## src/rtl/smm_guard_pkg.sv

```systemverilog
// Package: shared codes and state type for the SMM window guard.
// Assumes one control byte per instance.
package smm_guard_pkg;

    // Probe code that firmware writes to discover the feature.
    localparam logic [7:0] PROBE_CODE   = 8'hFF;
    // Value read back once the probe has been accepted.
    localparam logic [7:0] FEATURE_CODE = 8'h01;
    // Value read back once the window is locked.
    localparam logic [7:0] LOCKED_CODE  = 8'h02;
    // Bit position of the lock request inside the control byte.
    localparam int         LOCK_BIT     = 1;

    // Life cycle of the control byte.
    typedef enum logic [1:0] {
        GUARD_OPEN   = 2'd0,
        GUARD_ARMED  = 2'd1,
        GUARD_LOCKED = 2'd2
    } guard_state_e;

endpackage

```

## src/rtl/smm_guard_ctrl.sv

```systemverilog
// Module: control byte of the guard. It runs the probe/lock handshake
// under a write mask that depends on the current state.
// Assumes wr_hit is already qualified by address and byte enable.
// With ENABLE=0 the byte is plain storage and never locks.
module smm_guard_ctrl
    import smm_guard_pkg::*;
#(
    parameter bit ENABLE = 1'b1
) (
    input  logic       clk,
    input  logic       rst_n,
    input  logic       wr_hit,
    input  logic [7:0] wbyte,
    output logic [7:0] reg_val,
    output logic       locked
);

    generate
        if (ENABLE) begin : g_guard
            guard_state_e state_q;
            guard_state_e state_d;
            logic [7:0]   wmask;
            logic [7:0]   cur_val;
            logic [7:0]   merged;

            // Write mask and read value for each state.
            always_comb begin
                case (state_q)
                    GUARD_OPEN: begin
                        wmask   = 8'hFF;
                        cur_val = 8'h00;
                    end
                    GUARD_ARMED: begin
                        wmask   = 8'h01 << LOCK_BIT;
                        cur_val = FEATURE_CODE;
                    end
                    default: begin
                        wmask   = 8'h00;
                        cur_val = LOCKED_CODE;
                    end
                endcase
            end

            // Merge the written byte through the mask.
            assign merged = (cur_val & ~wmask) | (wbyte & wmask);

            // Next state from the merged value.
            always_comb begin
                state_d = state_q;
                if (wr_hit) begin
                    case (state_q)
                        GUARD_OPEN:
                            if (merged == PROBE_CODE) state_d = GUARD_ARMED;
                        GUARD_ARMED:
                            if (merged[LOCK_BIT]) state_d = GUARD_LOCKED;
                        default: state_d = state_q;
                    endcase
                end
            end

            // State register with synchronous reset.
            always_ff @(posedge clk) begin
                if (!rst_n) state_q <= GUARD_OPEN;
                else        state_q <= state_d;
            end

            assign reg_val = cur_val;
            assign locked  = (state_q == GUARD_LOCKED);
        end else begin : g_plain
            logic [7:0] store_q;

            // Plain byte storage when the feature is removed.
            always_ff @(posedge clk) begin
                if (!rst_n)      store_q <= 8'h00;
                else if (wr_hit) store_q <= wbyte;
            end

            assign reg_val = store_q;
            assign locked  = 1'b0;
        end
    endgenerate

endmodule

```

## src/rtl/smm_guard_decode.sv

```systemverilog
// Module: decides whether a 1..4 byte access touches the window.
// Assumes mem_len is 1..4; a length of 0 is treated as 1 byte.
// The arithmetic is one bit wider than the address so the end never wraps.
module smm_guard_decode #(
    parameter int              ADDR_W   = 32,
    parameter logic [ADDR_W-1:0] WIN_BASE = 32'h0003_0000,
    parameter int unsigned     WIN_SIZE = 32'h0002_0000
) (
    input  logic [ADDR_W-1:0] mem_addr,
    input  logic [2:0]        mem_len,
    output logic              in_win
);

    localparam int AW1 = ADDR_W + 1;
    localparam logic [ADDR_W:0] WIN_LO = {1'b0, WIN_BASE};
    localparam logic [ADDR_W:0] WIN_HI = WIN_LO + AW1'(WIN_SIZE) - AW1'(1);

    logic [ADDR_W:0] first_b;
    logic [ADDR_W:0] last_b;
    logic [2:0]      span;

    // First and last byte of the access.
    always_comb begin
        span    = (mem_len == 3'd0) ? 3'd0 : mem_len - 3'd1;
        first_b = {1'b0, mem_addr};
        last_b  = first_b + AW1'(span);
    end

    // Any byte of the access inside the window counts.
    assign in_win = (last_b >= WIN_LO) && (first_b <= WIN_HI);

endmodule

```

## src/rtl/smm_guard_filter.sv

```systemverilog
// Module: gates one memory access. It blocks a non-SMM access to the
// window while locked, substitutes all-ones read data and drops writes.
// Assumes the decision is combinational within the request cycle.
module smm_guard_filter #(
    parameter int DATA_W = 32
) (
    input  logic              mem_req,
    input  logic              mem_we,
    input  logic              mem_smm,
    input  logic              locked,
    input  logic              in_win,
    input  logic [DATA_W-1:0] mem_wdata,
    input  logic [DATA_W-1:0] mem_rdata_in,
    output logic              mem_pass,
    output logic              mem_block,
    output logic              mem_we_out,
    output logic [DATA_W-1:0] mem_wdata_out,
    output logic [DATA_W-1:0] mem_rdata
);

    // Pass/block decision and substituted read data.
    always_comb begin
        mem_block     = mem_req && in_win && locked && !mem_smm;
        mem_pass      = mem_req && !mem_block;
        mem_we_out    = mem_pass && mem_we;
        mem_wdata_out = mem_wdata;
        mem_rdata     = mem_block ? {DATA_W{1'b1}} : mem_rdata_in;
    end

endmodule

```

## src/rtl/smm_window_guard.sv

```systemverilog
// Module: top of the SMM window guard. It decodes the configuration
// dword port down to the control byte, and it connects the control byte,
// the window decode and the access filter.
// Assumes the control byte offset is fixed by CFG_OFFSET.
module smm_window_guard #(
    parameter bit              ENABLE     = 1'b1,
    parameter int              ADDR_W     = 32,
    parameter logic [7:0]      CFG_OFFSET = 8'h9C,
    parameter logic [ADDR_W-1:0] WIN_BASE = 32'h0003_0000,
    parameter int unsigned     WIN_SIZE   = 32'h0002_0000
) (
    input  logic              clk,
    input  logic              rst_n,
    input  logic              cfg_wr,
    input  logic [5:0]        cfg_dw,
    input  logic [3:0]        cfg_be,
    input  logic [31:0]       cfg_wdata,
    output logic [31:0]       cfg_rdata,
    input  logic              mem_req,
    input  logic              mem_we,
    input  logic              mem_smm,
    input  logic [ADDR_W-1:0] mem_addr,
    input  logic [2:0]        mem_len,
    input  logic [31:0]       mem_wdata,
    input  logic [31:0]       mem_rdata_in,
    output logic              mem_pass,
    output logic              mem_block,
    output logic              mem_we_out,
    output logic [31:0]       mem_wdata_out,
    output logic [31:0]       mem_rdata
);

    localparam logic [5:0] OFF_DW   = CFG_OFFSET[7:2];
    localparam int         OFF_LANE = int'(CFG_OFFSET[1:0]);

    logic       wr_hit;
    logic [7:0] wbyte;
    logic [7:0] reg_val;
    logic       locked;
    logic       in_win;
    logic       unused_lanes;

    // Write qualification: right dword and the byte lane enabled.
    assign wr_hit = cfg_wr && (cfg_dw == OFF_DW) && cfg_be[OFF_LANE];
    assign wbyte  = cfg_wdata[OFF_LANE*8 +: 8];
    assign unused_lanes = ^cfg_wdata;

    // Read mux: control byte in its lane, zero elsewhere.
    assign cfg_rdata = (cfg_dw == OFF_DW) ? (32'(reg_val) << (OFF_LANE * 8)) : 32'h0;

    smm_guard_ctrl #(
        .ENABLE (ENABLE)
    ) u_ctrl (
        .clk     (clk),
        .rst_n   (rst_n),
        .wr_hit  (wr_hit),
        .wbyte   (wbyte),
        .reg_val (reg_val),
        .locked  (locked)
    );

    smm_guard_decode #(
        .ADDR_W   (ADDR_W),
        .WIN_BASE (WIN_BASE),
        .WIN_SIZE (WIN_SIZE)
    ) u_decode (
        .mem_addr (mem_addr),
        .mem_len  (mem_len),
        .in_win   (in_win)
    );

    smm_guard_filter #(
        .DATA_W (32)
    ) u_filter (
        .mem_req       (mem_req),
        .mem_we        (mem_we),
        .mem_smm       (mem_smm),
        .locked        (locked),
        .in_win        (in_win),
        .mem_wdata     (mem_wdata),
        .mem_rdata_in  (mem_rdata_in),
        .mem_pass      (mem_pass),
        .mem_block     (mem_block),
        .mem_we_out    (mem_we_out),
        .mem_wdata_out (mem_wdata_out),
        .mem_rdata     (mem_rdata)
    );

endmodule

```

## config.mk

```make
export PLATFORM = sky130hd
export DESIGN_NAME = smm_window_guard
export DESIGN_NICKNAME = d
export VERILOG_FILES = /design/src/rtl/smm_guard_pkg.sv /design/src/rtl/smm_guard_ctrl.sv /design/src/rtl/smm_guard_decode.sv /design/src/rtl/smm_guard_filter.sv /design/src/rtl/smm_window_guard.sv
export SDC_FILE = /design/constraint.sdc
export NUM_CORES = 1
export LEC_CHECK = 0
export BUFFER_PORTS_ARGS = -buffer_cell sky130_fd_sc_hd__buf_2
export CELL_PAD_IN_SITES_DETAIL_PLACEMENT = 1
export CELL_PAD_IN_SITES_GLOBAL_PLACEMENT = 2
export CORE_ASPECT_RATIO = 1.1
export CORE_UTILIZATION = 12
export CTS_CLUSTER_SIZE = 8
export DETAILED_ROUTE_END_ITERATION = 8
export GPL_TIMING_DRIVEN = 0
export PLACE_DENSITY_LB_ADDON = 0.1
export SYNTH_ARGS = -nofsm -noshare
export SYNTH_HDL_FRONTEND = slang
export SYNTH_SLANG_ARGS = --single-unit
```

## constraint.sdc

```tcl
create_clock -name clk -period 6.7 [get_ports clk]
set_input_delay 1.34 -clock clk [delete_from_list [all_inputs] [get_ports clk]]
set_output_delay 1.34 -clock clk [all_outputs]
set_load 0.1 [all_outputs]
```

Word level (Yosys, flattened, before mapping)

Cells that the tools add are included.

Register bits: 2
Bits of input ports: 147
Word-level logic and storage cells: 37

Add/sub/neg operators: 2
$lt $le $gt $ge: 2
Eq/ne operators: 6
Muxes and demuxes: 8
Bitwise gates (word level): 4
Reductions and logical operators: 14

Operators by type and width:

| kind                                                   | number |
|---|---|
| adder 32 x 3 -> 33 bit                                 | 1 |
| >= comparator 33 x 18 -> 1 bit (second input constant) | 1 |
| <= comparator 32 x 19 -> 1 bit (second input constant) | 1 |
| 2-to-1 mux 32 bit                                      | 1 |
| case mux 8 bit (2 select lines)                        | 1 |
| AND 2 x 8 -> 8 bit                                     | 1 |
| AND 8 bit                                              | 1 |
| == test 8 bit (second input constant)                  | 1 |
| logical AND 1 bit                                      | 8 |
| 2-to-1 mux 8 bit                                       | 1 |
| inverter 8 bit                                         | 1 |
| OR 8 bit                                               | 1 |
| case mux 2 bit (2 select lines)                        | 2 |
| == test 6 bit (second input constant)                  | 1 |
| 2-to-1 mux 2 bit                                       | 2 |
| != test 2 x 1 -> 1 bit (second input constant)         | 2 |
| AND reduction 4 bit                                    | 1 |
| zero test 3 bit                                        | 1 |
| 2-to-1 mux 3 bit                                       | 1 |
| subtractor 3 x 1 -> 3 bit (second input constant)      | 1 |
| == test 2 x 1 -> 1 bit (second input constant)         | 1 |
| == test 2 bit (second input constant)                  | 1 |
| zero test 1 bit                                        | 2 |
| zero test 2 bit                                        | 1 |
| nonzero test 2 bit                                     | 1 |

Logic depth before layout (Yosys ltp)

Gate-level depths: netlist (run 1).

Depth in word-level cells: 11
Depth in mapped cells: 13
Depth with buffers taken out: 12

By module

From an unflattened synthesis (run 1), not the netlist that was laid out.

Cell total of the unflattened synthesis: 223
Area, all modules: 1,629.1 sq um

Modules (own cells, without submodules):

| module           | instances | cells each | area each (sq um) | sequential area each (sq um) |
|---|---|---|---|---|
| smm_guard_decode | 1         | 94         | 636.9             | 0.0 |
| smm_guard_filter | 1         | 72         | 538.0             | 0.0 |
| smm_window_guard | 1         | 37         | 266.5             | 0.0 |
| smm_guard_ctrl   | 1         | 20         | 187.7             | 40.0 |

Worst setup path before layout (run 1)

Ideal clock, no wire load.

Kind: input port to output port
Start: input mem_len[1]
End: output mem_we_out
Arrival: 5,037 ps
Data required time: 5,360 ps
Path slack: 323 ps
Stages on the path: 11
Path through: nor2_1 inv_1 o21ai_0 fa_1 a21oi_1 or4_4 or3_1 a211oi_2 a41oi_4 buf_6 nor2_1

Word-level cells in the longest chain between the ends: 11

RTL lines:

| what                                                                | RTL line               | RTL |
|---|---|---|
| from (decl)                                                         | smm_window_guard.sv:23 | `input logic [2:0] mem_len,` |
| subtractor 3 x 1 -> 3 bit / zero test 3 bit (equally long branches) | smm_guard_decode.sv:24 | `span = (mem_len == 3'd0) ? 3'd0 : mem_len - 3'd1;` |
| 2-to-1 mux 3 bit *                                                  | smm_guard_decode.sv:24 |  |
| adder 32 x 3 -> 33 bit *                                            | smm_guard_decode.sv:26 | `last_b = first_b + AW1'(span);` |
| >= comparator 33 x 18 -> 1 bit *                                    | smm_guard_decode.sv:30 | `assign in_win = (last_b >= WIN_LO) && (first_b <= WIN_HI);` |
| logical AND 1 bit *                                                 | smm_guard_decode.sv:30 |  |
| logical AND 1 bit * (3 in a row)                                    | smm_guard_filter.sv:23 | `mem_block = mem_req && in_win && locked && !mem_smm;` |
| named net mem_block                                                 | smm_window_guard.sv:27 | `output logic mem_block,` |
| zero test 1 bit *                                                   | smm_guard_filter.sv:24 | `mem_pass = mem_req && !mem_block;` |
| logical AND 1 bit *                                                 | smm_guard_filter.sv:24 |  |
| logical AND 1 bit *                                                 | smm_guard_filter.sv:25 | `mem_we_out = mem_pass && mem_we;` |
| to (decl)                                                           | smm_window_guard.sv:28 | `output logic mem_we_out,` |

The timed path passes the listed nets; every way through them passes the cells marked *.

Worst setup path after layout (run 1)

Start: input mem_len[1]
End: output mem_rdata[3]

Word-level cells in the longest chain between the ends: 9

RTL lines:

| what                                                                | RTL line               | RTL |
|---|---|---|
| subtractor 3 x 1 -> 3 bit / zero test 3 bit (equally long branches) | smm_guard_decode.sv:24 |  |
| 2-to-1 mux 3 bit *                                                  | smm_guard_decode.sv:24 |  |
| adder 32 x 3 -> 33 bit *                                            | smm_guard_decode.sv:26 |  |
| >= comparator 33 x 18 -> 1 bit *                                    | smm_guard_decode.sv:30 |  |
| logical AND 1 bit *                                                 | smm_guard_decode.sv:30 |  |
| logical AND 1 bit * (3 in a row)                                    | smm_guard_filter.sv:23 |  |
| 2-to-1 mux 32 bit *                                                 | smm_guard_filter.sv:27 | `mem_rdata = mem_block ? {DATA_W{1'b1}} : mem_rdata_in;` |
| to (decl)                                                           | smm_window_guard.sv:30 | `output logic [31:0] mem_rdata` |

Every way passes the cells marked *; elsewhere a longest branch is shown, timed or not.

==> results by group, run 1 <==
Run status
  – Status: finished, final reports clean

Worst setup path
  – Worst setup EP type: output pin
  – Cell mode on critical path: buf_2
  – CP max stage cell: a21oi_1
  – Worst-path fanout max: 10
  – Startpoint Class: primary input
  – Critical path class: primary input to output pin
  – Required @ worst endpoint: 5.36 ns
  – Worst path max stage delay: 0.61 ns
  – Crit-path cells: buf_2 > nor2_1 > inv_1 > o21ai_0 > ha_1 > a21o_1 > a21oi_1 > a211oi_1 > a311oi_1 > a211oi_2 > a41oi_4 > buf_6 > or2_1 > buf_2
  – Critical Path AT: 4.79 ns

Hold path
  – Worst Hold Class: register to register

Timing
  – Fmax: 163 MHz
  – Setup Viol. Count Final: 0
  – Final setup TNS: 0 ns
  – Max_slew headroom: 49.8%
  – RSZ-0062 raised after global routing: no
  – Minimum clock period: 6.13 ns
  – Final period utilization: 91.5%
  – Worst slew pin tran: 0.754 ns
  – Final Hold Vio Count: 0
  – Clock Skew: 0.000799 ns
  – Slew Viols, Final: 0

Die
  – Core Footprint: 12,000 um^2
  – Die H: 118 um
  – Die span in x: 108 um
  – Starting Density: 12.3%
  – Die ar.: 12,800 um^2
  – Ports: 246
  – Row cnt: 42

Synthesis
  – Avg Inst Size Synth: 7.04 um^2
  – Flops & latches, synth: 2
  – Yosys cell types: 42
  – Yosys Warn Count: 0
  – Post-synth ARST share: 0%
  – Commonest register cell after synthesis: dfxtp_1
  – Cell count after synthesis: 210
  – Number of synthesized flops with an enable pin: 0
  – Seq/Total Area, Yosys: 2.71%
  – Mapped Area: 1480 um^2

Clock network
  – Htree depth: 1
  – Clock buffer depth: 2
  – CTS Buf Count: 3
  – # resized after CTS: 0
  – CTS Sinks: 2
  – Hold_buf cts: 0
  – Clk_lat worst skew: 0.22 ns
  – Post-CTS setup buffers: 0
  – Clock edge transition at the registers on the reported setup and hold paths: 0.03 ns
  – Root buf cell: clkbuf_16
  – CTS tree: built

Placement
  – Port bufs: 156
  – RePlAce Congestion: 0.714
  – Placed Cells: 549
  – Hpwl dp: 5.13 mm
  – Dpl cell area: 2560 um^2

Power and ir drop
  – Worst vdd ir: 106 uV
  – Pwr/cell area: 166 nW/um^2
  – Static Leak: 1.44 nW

GRT
  – First-pass GRT wire length: 8.89 mm
  – Largest net degree at the start of global routing: 11
  – Total track usage: 8.44%
  – Total grt overflow: 0
  – Initial antenna violation count: 0
  – Vias in the first global route: 1,954

Detailed routing
  – DRC viols: 0
  – Via density: 3.68
  – Routed WL per cell: 10.3 um
  – DR pass1 iterations: 4
  – DR iter-0 viols: 39
  – Vias: 2,031
  – Final wirelength: 5.71 mm
  – DRT antenna net count: 0

Layout
  – Reg with most FFs: u_ctrl.g_guard.state_q
  – N_diodes: 0
  – Layout area overhead: 78.3%
  – Largest regs: u_ctrl.g_guard.state_q x2
  – Final Non-Filler Cells: 552
  – Layout cells sized above 1: 58.8%
  – Nets: 553
  – Design Area, Final: 2640 um^2
  – Largest register FFs: 2

Job
  – Max-Cap Viols: 0
[critical path, delay by kind of cell]
kind                       cells  cell delay, ns
AOI/OAI and AO/OA              7            2.12
adders and majority gates      1            0.30
buffers and inverters          4            0.77
and+or+nand+nor                2            0.24
[cells in the mapped netlist (2+ instances only)]
master   number  share of area, %
dfxtp_1       2               2.7
nor2_1       12               3.0
ha_1          5               4.2
and4_1        2               1.2
nor4_1        7               3.0
nor2b_1       3               1.3
o31a_2        2               1.4
nand2_1       7               1.8
inv_1         7               1.8
buf_4        63                32
o21ai_0       5               1.7
nand3_1       8               2.7
xnor2_1       3               1.8
a21oi_1       3               1.0
o22ai_1       3               1.3
mux2i_1       3               2.0
buf_6         4               3.0
or3_1         4               1.7
and3_1        3               1.3
or2_1        32                14
nand4_1       6               2.5
nor3_1        6               2.0
[power breakdown]
part,switching (mW),internal [mW],total [mW]
clock,0.0122,0.0758,0.0880
sequential,0.000000282,0.0120,0.0120
combinational,0.267,0.0696,0.337
[metal layers]
metal / global-route usage (%) / share of wire, %
met5: 0 / 0
met2: 16.9 / 52
met1: 8.96 / 36
met3: 2.04 / 12
met4: 0.771 / 0
[logic make-up (layout without fill, tap and decap cells)]
logic type	count (synthesis)	in the layout	share of synthesized area [%]
xor+xnor	3	3	1.78
simple gates	97	97	38.0
flops	2	2	2.71
buf+inv	74	233	36.8
other cells	1	30	0.254
mux	3	3	2.03
fa+ha+maj	6	6	5.58
compound gates	24	24	12.9
[layout make-up]
type                            instances  area, um^2
Fill cell                            1539        9400
Tap cell                              154         193
Multi-Input combinational cell        163        1000
Buffer                                 67         518
Clock buffer                            3        75.1
Timing Repair Buffer                  156         781
Sequential cell                         2        40.0
Inverter                                7        26.3
[worst paths after layout]
kind / from / end / slack [ns] / cells after the start
setup / recovery: mem_len[1] / mem_rdata[3] / 0.57 / 14
hold / removal: u_ctrl.g_guard.state_q[1] / u_ctrl.g_guard.state_q[1] / 0.54 / 2
setup reg to reg: u_ctrl.g_guard.state_q[1] / u_ctrl.g_guard.state_q[0] / 5.62 / 4
hold reg to reg: u_ctrl.g_guard.state_q[1] / u_ctrl.g_guard.state_q[1] / 0.54 / 2
[stage by stage]
step | hold WS, ns | power (mW) | worst slack (ns) | util, %
5_1_grt | 0.596 | 0.453 | 0.215 | 21.9
3_5_place_dp | 0.531 | 0.349 | 0.437 | 21.3
6_report | 0.544 | 0.437 | 0.567 | 21.9
2_1_floorplan | 0.481 | 0.295 | 0.323 | -
4_1_cts | 0.544 | 0.439 | 0.438 | 21.9
3_3_place_gp | 0.525 | 0.349 | 0.384 | 21.3
[cell usage in the layout (no fill, tap or decap), types with 2 or more instances in the layout]
cell       synthesis  layout
ha_1               5       5
nor2b_1            3       3
clkbuf_16          0       3
conb_1             1      30
buf_4             63      63
nand3_1            8       8
nor4_1             7       7
buf_6              4       4
nor2_1            12      12
mux2i_1            3       3
nor3_1             6       6
and3_1             3       3
dfxtp_1            2       2
buf_2              0     156
or3_1              4       4
o31a_2             2       2
xnor2_1            3       3
nand4_1            6       6
and4_1             2       2
or2_1             32      32
a21oi_1            3       3
nand2_1            7       7
o21ai_0            5       5
inv_1              7       7
o22ai_1            3       3
No activity file was read; power rests on OpenSTA's default activity.
==> run 2, diff against run 1 <==
--- a/config.mk
+++ b/config.mk
@@ -13,7 +13,7 @@
 export CTS_CLUSTER_SIZE = 8
 export DETAILED_ROUTE_END_ITERATION = 8
 export GPL_TIMING_DRIVEN = 0
-export PLACE_DENSITY_LB_ADDON = 0.1
+export PLACE_DENSITY = 0.89
 export SYNTH_ARGS = -nofsm -noshare
 export SYNTH_HDL_FRONTEND = slang
 export SYNTH_SLANG_ARGS = --single-unit
==> results by group, run 2 (synthesized netlist as in run 1, its figures left out) <==
Run status
  – Status: finished, final reports clean

Detailed routing
  – Final wirelength: 5.85 mm (+2.5%)
  – DR iter-0 viols: 16 (-59%)
  – Routed WL per cell: 10.6 um (+2.5%)
  – DR pass1 iterations: 4 (unchanged)
  – DRT antenna net count: 0 (unchanged)
  – DRC viols: 0 (unchanged)
  – Via density: 3.71 (+0.79%)
  – Vias: 2,047 (+0.79%)

Layout
  – Filler Cell Count: 1,525 (-0.91%)
  – Largest regs: u_ctrl.g_guard.state_q x2
  – Layout cells sized above 1: 58.8% (unchanged)
  – Sequential cell area: 40.0 um^2 (unchanged)
  – Multi-input gate area: 1000 um^2 (unchanged)
  – Design Area, Final: 2640 um^2 (unchanged)
  – Layout area overhead: 78.3% (unchanged)
  – Reg with most FFs: u_ctrl.g_guard.state_q
  – Most frequent cells in the layout: 156 x buf_2, 63 x buf_4, 32 x or2_1
  – Nets: 553 (unchanged)
  – Leading cell type in the layout, fill and taps excluded: buf_2
  – Largest register FFs: 2 (unchanged)
  – N_diodes: 0 (unchanged)

Timing
  – Max_slew headroom: 45.0% (-4.8 points)
  – Final period utilization: 94.3% (+2.8 points)
  – PnR worst setup slack: 0.381 ns (-0.186 ns)
  – Clock Skew: 0.00219 ns (+0.00139 ns)
  – Fmax: 158 MHz (-2.9%)
  – Worst slew pin tran: 0.826 ns (+0.0719 ns)
  – Setup Viol. Count Final: 0 (unchanged)
  – Minimum clock period: 6.32 ns (+0.186 ns)
  – Slew Viols, Final: 0 (unchanged)
  – RSZ-0062 raised after global routing: no
  – Final Hold Vio Count: 0 (unchanged)
  – Final setup TNS: 0 ns (unchanged)

Die
  – Die ar.: 12,800 um^2 (unchanged)
  – Die H: 118 um (unchanged)
  – Row cnt: 42 (unchanged)
  – Core Footprint: 12,000 um^2 (unchanged)
  – Ports: 246 (unchanged)
  – Die span in x: 108 um (unchanged)
  – Starting Density: 12.3% (unchanged)

Worst setup path
  – Critical Path AT: 4.98 ns (+0.19 ns)
  – Critical path class: primary input to output pin
  – Worst path max stage delay: 0.66 ns (+0.05 ns)
  – Crit-path cells: buf_2 > nor2_1 > inv_1 > o21ai_0 > ha_1 > a21o_1 > a21oi_1 > a211oi_1 > a311oi_1 > a211oi_2 > a41oi_4 > buf_6 > or2_1 > buf_2
  – Startpoint Class: primary input
  – Required @ worst endpoint: 5.36 ns (about the same)
  – Worst-path fanout max: 10 (unchanged)
  – CP max stage cell: a21oi_1
  – Worst setup EP type: output pin
  – Cell mode on critical path: buf_2

GRT
  – Largest net degree at the start of global routing: 11 (unchanged)
  – Vias in the first global route: 1,997 (+2.2%)
  – First-pass GRT wire length: 8.80 mm (-0.93%)
  – Initial antenna violation count: 0 (unchanged)
  – Total track usage: 8.59% (+0.15 points)
  – Total grt overflow: 0 (unchanged)

Power and ir drop
  – Static Leak: 1.44 nW (unchanged)
  – Switching Share: 64.3% (+0.33 points)
  – P_int: 0.158 mW (+0.21%)
  – Proportion of power drawn by flip-flops and latches: 2.7% (about the same)
  – Logic pwr share: 76.4% (-0.7 points)
  – Worst vdd ir: 67.2 uV (-36%)
  – Clk pwr share: 20.8% (+0.6 points)
  – Pwr/cell area: 168 nW/um^2 (+1.2%)
  – Switch Pwr: 0.284 mW (+1.7%)

Job
  – Max-Cap Viols: 0 (unchanged)

Clock network
  – Clk_lat worst skew: 0.23 ns (about the same)
  – CTS Sinks: 2 (unchanged)
  – Post-CTS setup buffers: 0 (unchanged)
  – Hold_buf cts: 0 (unchanged)
  – Clock buffer depth: 2 (unchanged)
  – Clock edge transition at the registers on the reported setup and hold paths: 0.03 ns (about the same)
  – # resized after CTS: 0 (unchanged)
  – Htree depth: 1 (unchanged)
  – CTS tree: built
  – Root buf cell: clkbuf_16
  – CTS Buf Count: 3 (unchanged)

Placement
  – Dpl cell area: 2560 um^2 (unchanged)
  – RePlAce Congestion: 0.833 (+17%)
  – Pre-CTS WS: 0.331 ns (-0.106 ns)
  – Hpwl dp: 5.33 mm (+4.0%)
  – Port bufs: 156 (unchanged)

Hold path
  – Worst Hold Class: register to register
-- run 2: cell counts in the layout (fill, tap and decap cells not counted) --
Identical to the previous run, type by type.
-- run 2: path summary, 6_finish.rpt --
check	start	end	slack, ns	depth (start not counted)
worst max-delay path	mem_len[1]	mem_rdata[8]	0.38	14
worst max register to register	u_ctrl.g_guard.state_q[1]	u_ctrl.g_guard.state_q[0]	5.66	4
worst min register to register	u_ctrl.g_guard.state_q[1]	u_ctrl.g_guard.state_q[1]	0.54	2
worst min-delay path	u_ctrl.g_guard.state_q[1]	u_ctrl.g_guard.state_q[1]	0.54	2
-- run 2: area by class of cell --
| type | count | area share (%) |
|---|---|---|
| inverter | 7 | 0.997 |
| tap | 154 | 7.31 |
| clock buffer | 3 | 2.85 |
| sequential | 2 | 1.52 |
| buffer | 67 | 19.6 |
| multi-input combinational | 163 | 38.1 |
| timing repair buffer | 156 | 29.6 |
-- run 2: through the flow --
stage	cells	utilization [%]	hold WS, ns	power, mW
3_3_place_gp	549	21.3	0.510	0.348
3_5_place_dp	549	21.3	0.536	0.350
6_report	552	21.9	0.538	0.442
4_1_cts	552	21.9	0.550	0.444
5_1_grt	552	21.9	0.598	0.456
2_1_floorplan	239	-	0.481	0.295
-- run 2: critical path, delay by kind of cell --
family	cells	cell delay [ns]
compound gates	7	2.29
buf+inv	4	0.79
fa+ha+maj	1	0.30
simple gates	2	0.25
-- run 2: metal layers --
layer	wire [um]	part of all wire [%]	global-route usage, %
met3	497	8.5	1.32
met2	3270	56	17.7
met5	0	0	0
met4	31	0.53	2.23
met1	2050	35	8.59
-- run 2: power by group through the flow --
stage               Sequential (mW)  Combinational, mW  Clock, mW
global route                 0.0120              0.351     0.0933
floorplan                    0.0122              0.283          0
finish                       0.0120              0.338     0.0920
detailed placement           0.0122              0.338          0
CTS                          0.0120              0.338     0.0938
global placement             0.0122              0.336          0
==> run 3, diff against run 2 <==
--- a/config.mk
+++ b/config.mk
@@ -13,6 +13,7 @@
 export CTS_CLUSTER_SIZE = 8
 export DETAILED_ROUTE_END_ITERATION = 8
 export GPL_TIMING_DRIVEN = 0
+export MAX_ROUTING_LAYER = met4
 export PLACE_DENSITY = 0.89
 export SYNTH_ARGS = -nofsm -noshare
 export SYNTH_HDL_FRONTEND = slang
==> constraint.sdc (replaced) <==
create_clock -name clk -period 7.75 [get_ports clk]
set_input_delay 1.55 -clock clk [delete_from_list [all_inputs] [get_ports clk]]
set_output_delay 1.55 -clock clk [all_outputs]
set_load 0.1 [all_outputs]
==> results by group, run 3 (synthesized netlist as in run 1, its figures left out) <==
Layout
  – N_diodes: 0 (unchanged)
  – Layout area overhead: 78.3% (unchanged)
  – Largest register FFs: 2 (unchanged)
  – Nets: 553 (unchanged)
  – Design Area, Final: 2640 um^2 (unchanged)
  – Reg with most FFs: u_ctrl.g_guard.state_q
  – Leading cell type in the layout, fill and taps excluded: buf_2
  – Layout cells sized above 1: 58.8% (unchanged)
  – Largest regs: u_ctrl.g_guard.state_q x2
  – Most frequent cells in the layout: 156 x buf_2, 63 x buf_4, 32 x or2_1

Worst setup path
  – Buf+Inv Stages, Crit Path: 4 (unchanged)
  – Critical path class: primary input to output pin
  – Required @ worst endpoint: 6.20 ns (+0.84 ns)
  – Flop-to-flop setup slack: 6.71 ns (+1.05 ns)
  – Startpoint Class: primary input
  – Worst setup EP type: output pin
  – Worst-path fanout max: 10 (unchanged)
  – CP max stage cell: a21oi_1
  – Crit-path cells: buf_2 > nor2_1 > inv_1 > o21ai_0 > ha_1 > a21o_1 > a21oi_1 > a211oi_1 > a311oi_1 > a211oi_2 > a41oi_4 > buf_6 > or2_1 > buf_2
  – Cell mode on critical path: buf_2
  – Worst path max stage delay: 0.66 ns (about the same)
  – Largest delay contributor family on the critical path: compound AO/OA/AOI/OAI gates
  – Critical Path AT: 5.19 ns (+0.21 ns)

Die
  – Die H: 118 um (unchanged)
  – Core Footprint: 12,000 um^2 (unchanged)
  – Row cnt: 42 (unchanged)
  – Die span in x: 108 um (unchanged)
  – Die ar.: 12,800 um^2 (unchanged)
  – Starting Density: 12.3% (unchanged)
  – Ports: 246 (unchanged)

Detailed routing
  – Vias: 2,049 (+0.098%)
  – Routed WL per cell: 10.6 um (about the same)
  – Final wirelength: 5.85 mm (about the same)
  – DRC viols: 0 (unchanged)
  – Via density: 3.71 (about the same)
  – DRT antenna net count: 0 (unchanged)
  – DR iter-0 viols: 16 (unchanged)
  – DR pass1 iterations: 4 (unchanged)

Timing
  – Worst slew pin tran: 0.828 ns (+0.00274 ns)
  – RSZ-0062 raised after global routing: no
  – Final period utilization: 87.0%
  – Minimum clock period: 6.74 ns
  – Clock Skew: 0.00219 ns (+0.0000000400 ns)
  – Final Hold Vio Count: 0 (unchanged)
  – Fmax: 148 MHz
  – Final setup TNS: 0 ns (unchanged)
  – Max_slew headroom: 44.8% (-0.18 points)
  – Setup Viol. Count Final: 0 (unchanged)
  – Final hold slack: 0.538 ns (unchanged)
  – Slew Viols, Final: 0 (unchanged)

Clock network
  – CTS Buf Count: 3 (unchanged)
  – Root buf cell: clkbuf_16
  – Hold_buf cts: 0 (unchanged)
  – # resized after CTS: 0 (unchanged)
  – CTS Sinks: 2 (unchanged)
  – Clock edge transition at the registers on the reported setup and hold paths: 0.03 ns (about the same)
  – Clock buffer depth: 2 (unchanged)
  – Post-CTS setup buffers: 0 (unchanged)
  – Clk_lat worst skew: 0.23 ns (about the same)
  – Htree depth: 1 (unchanged)
  – CTS tree: built

Run status
  – Status: finished, final reports clean

Power and ir drop
  – Pwr/cell area: 145 nW/um^2 (-14%)
  – Worst vdd ir: 58.1 uV (-14%)
  – Static Leak: 1.44 nW (unchanged)

GRT
  – Initial antenna violation count: 0 (unchanged)
  – First-pass GRT wire length: 8.80 mm (about the same)
  – Vias in the first global route: 2,002 (+0.25%)
  – Total track usage: 8.83% (+0.24 points)
  – Total grt overflow: 0 (unchanged)
  – Largest net degree at the start of global routing: 11 (unchanged)

Hold path
  – Worst Hold Class: register to register

Placement
  – Dpl cell area: 2560 um^2 (unchanged)
  – Hpwl dp: 5.33 mm (unchanged)
  – RePlAce Congestion: 0.846 (+1.5%)
  – Port bufs: 156 (unchanged)

Job
  – Max-Cap Viols: 0 (unchanged)
run 3: cell counts in the layout (fill, tap and decap cells not counted):
Identical to the previous run, type by type.
run 3: tightest hold or removal path, stage by stage, from the launching register on:
cell and delay (ns):
dfxtp_1 0.32, a21oi_1 0.12, nor2b_1 0.05
run 3: worst paths after layout:
kind / start / end / depth (start not counted)
max reg2reg: u_ctrl.g_guard.state_q[1] / u_ctrl.g_guard.state_q[0] / 4
max: mem_len[1] / mem_rdata[8] / 14
min: u_ctrl.g_guard.state_q[1] / u_ctrl.g_guard.state_q[1] / 2
min reg2reg: u_ctrl.g_guard.state_q[1] / u_ctrl.g_guard.state_q[1] / 2
run 3: stage by stage:
step	setup WS [ns]	util (%)	power [mW]	instances
final	1.01	21.9	0.382	552
after global routing	0.699	21.9	0.395	552
after CTS	0.942	21.9	0.384	552
after detailed placement	0.961	21.3	0.302	549
after global placement	1.09	21.3	0.301	549
after floorplan	0.953	-	0.255	239
run 3: layout make-up:
| type | count | area (um^2) |
|---|---|---|
| Buffer | 67 | 518 |
| Clock buffer | 3 | 75.1 |
| Fill cell | 1525 | 9400 |
| Inverter | 7 | 26.3 |
| Multi-Input combinational cell | 163 | 1000 |
| Sequential cell | 2 | 40.0 |
| Tap cell | 154 | 193 |
| Timing Repair Buffer | 156 | 781 |
run 3: routing by layer:
| layer | track usage [%] | vias up | routed length, um |
|---|---|---|---|
| met3 | 1.16 | 4 | 484 |
| li1 | - | 1012 | - |
| met1 | 8.69 | 902 | 2060 |
| met5 | - | - | 0 |
| met4 | 2.23 | 0 | 31 |
| met2 | 17.7 | 131 | 3270 |
run 3: report_power, final:
group | internal [mW] | leakage (nW) | switching, mW
clock network | 0.0658 | 0.0370 | 0.0137
registers | 0.0104 | 0.0161 | 0.000000194
logic | 0.0602 | 1.39 | 0.232
total | 0.136 | 1.44 | 0.245
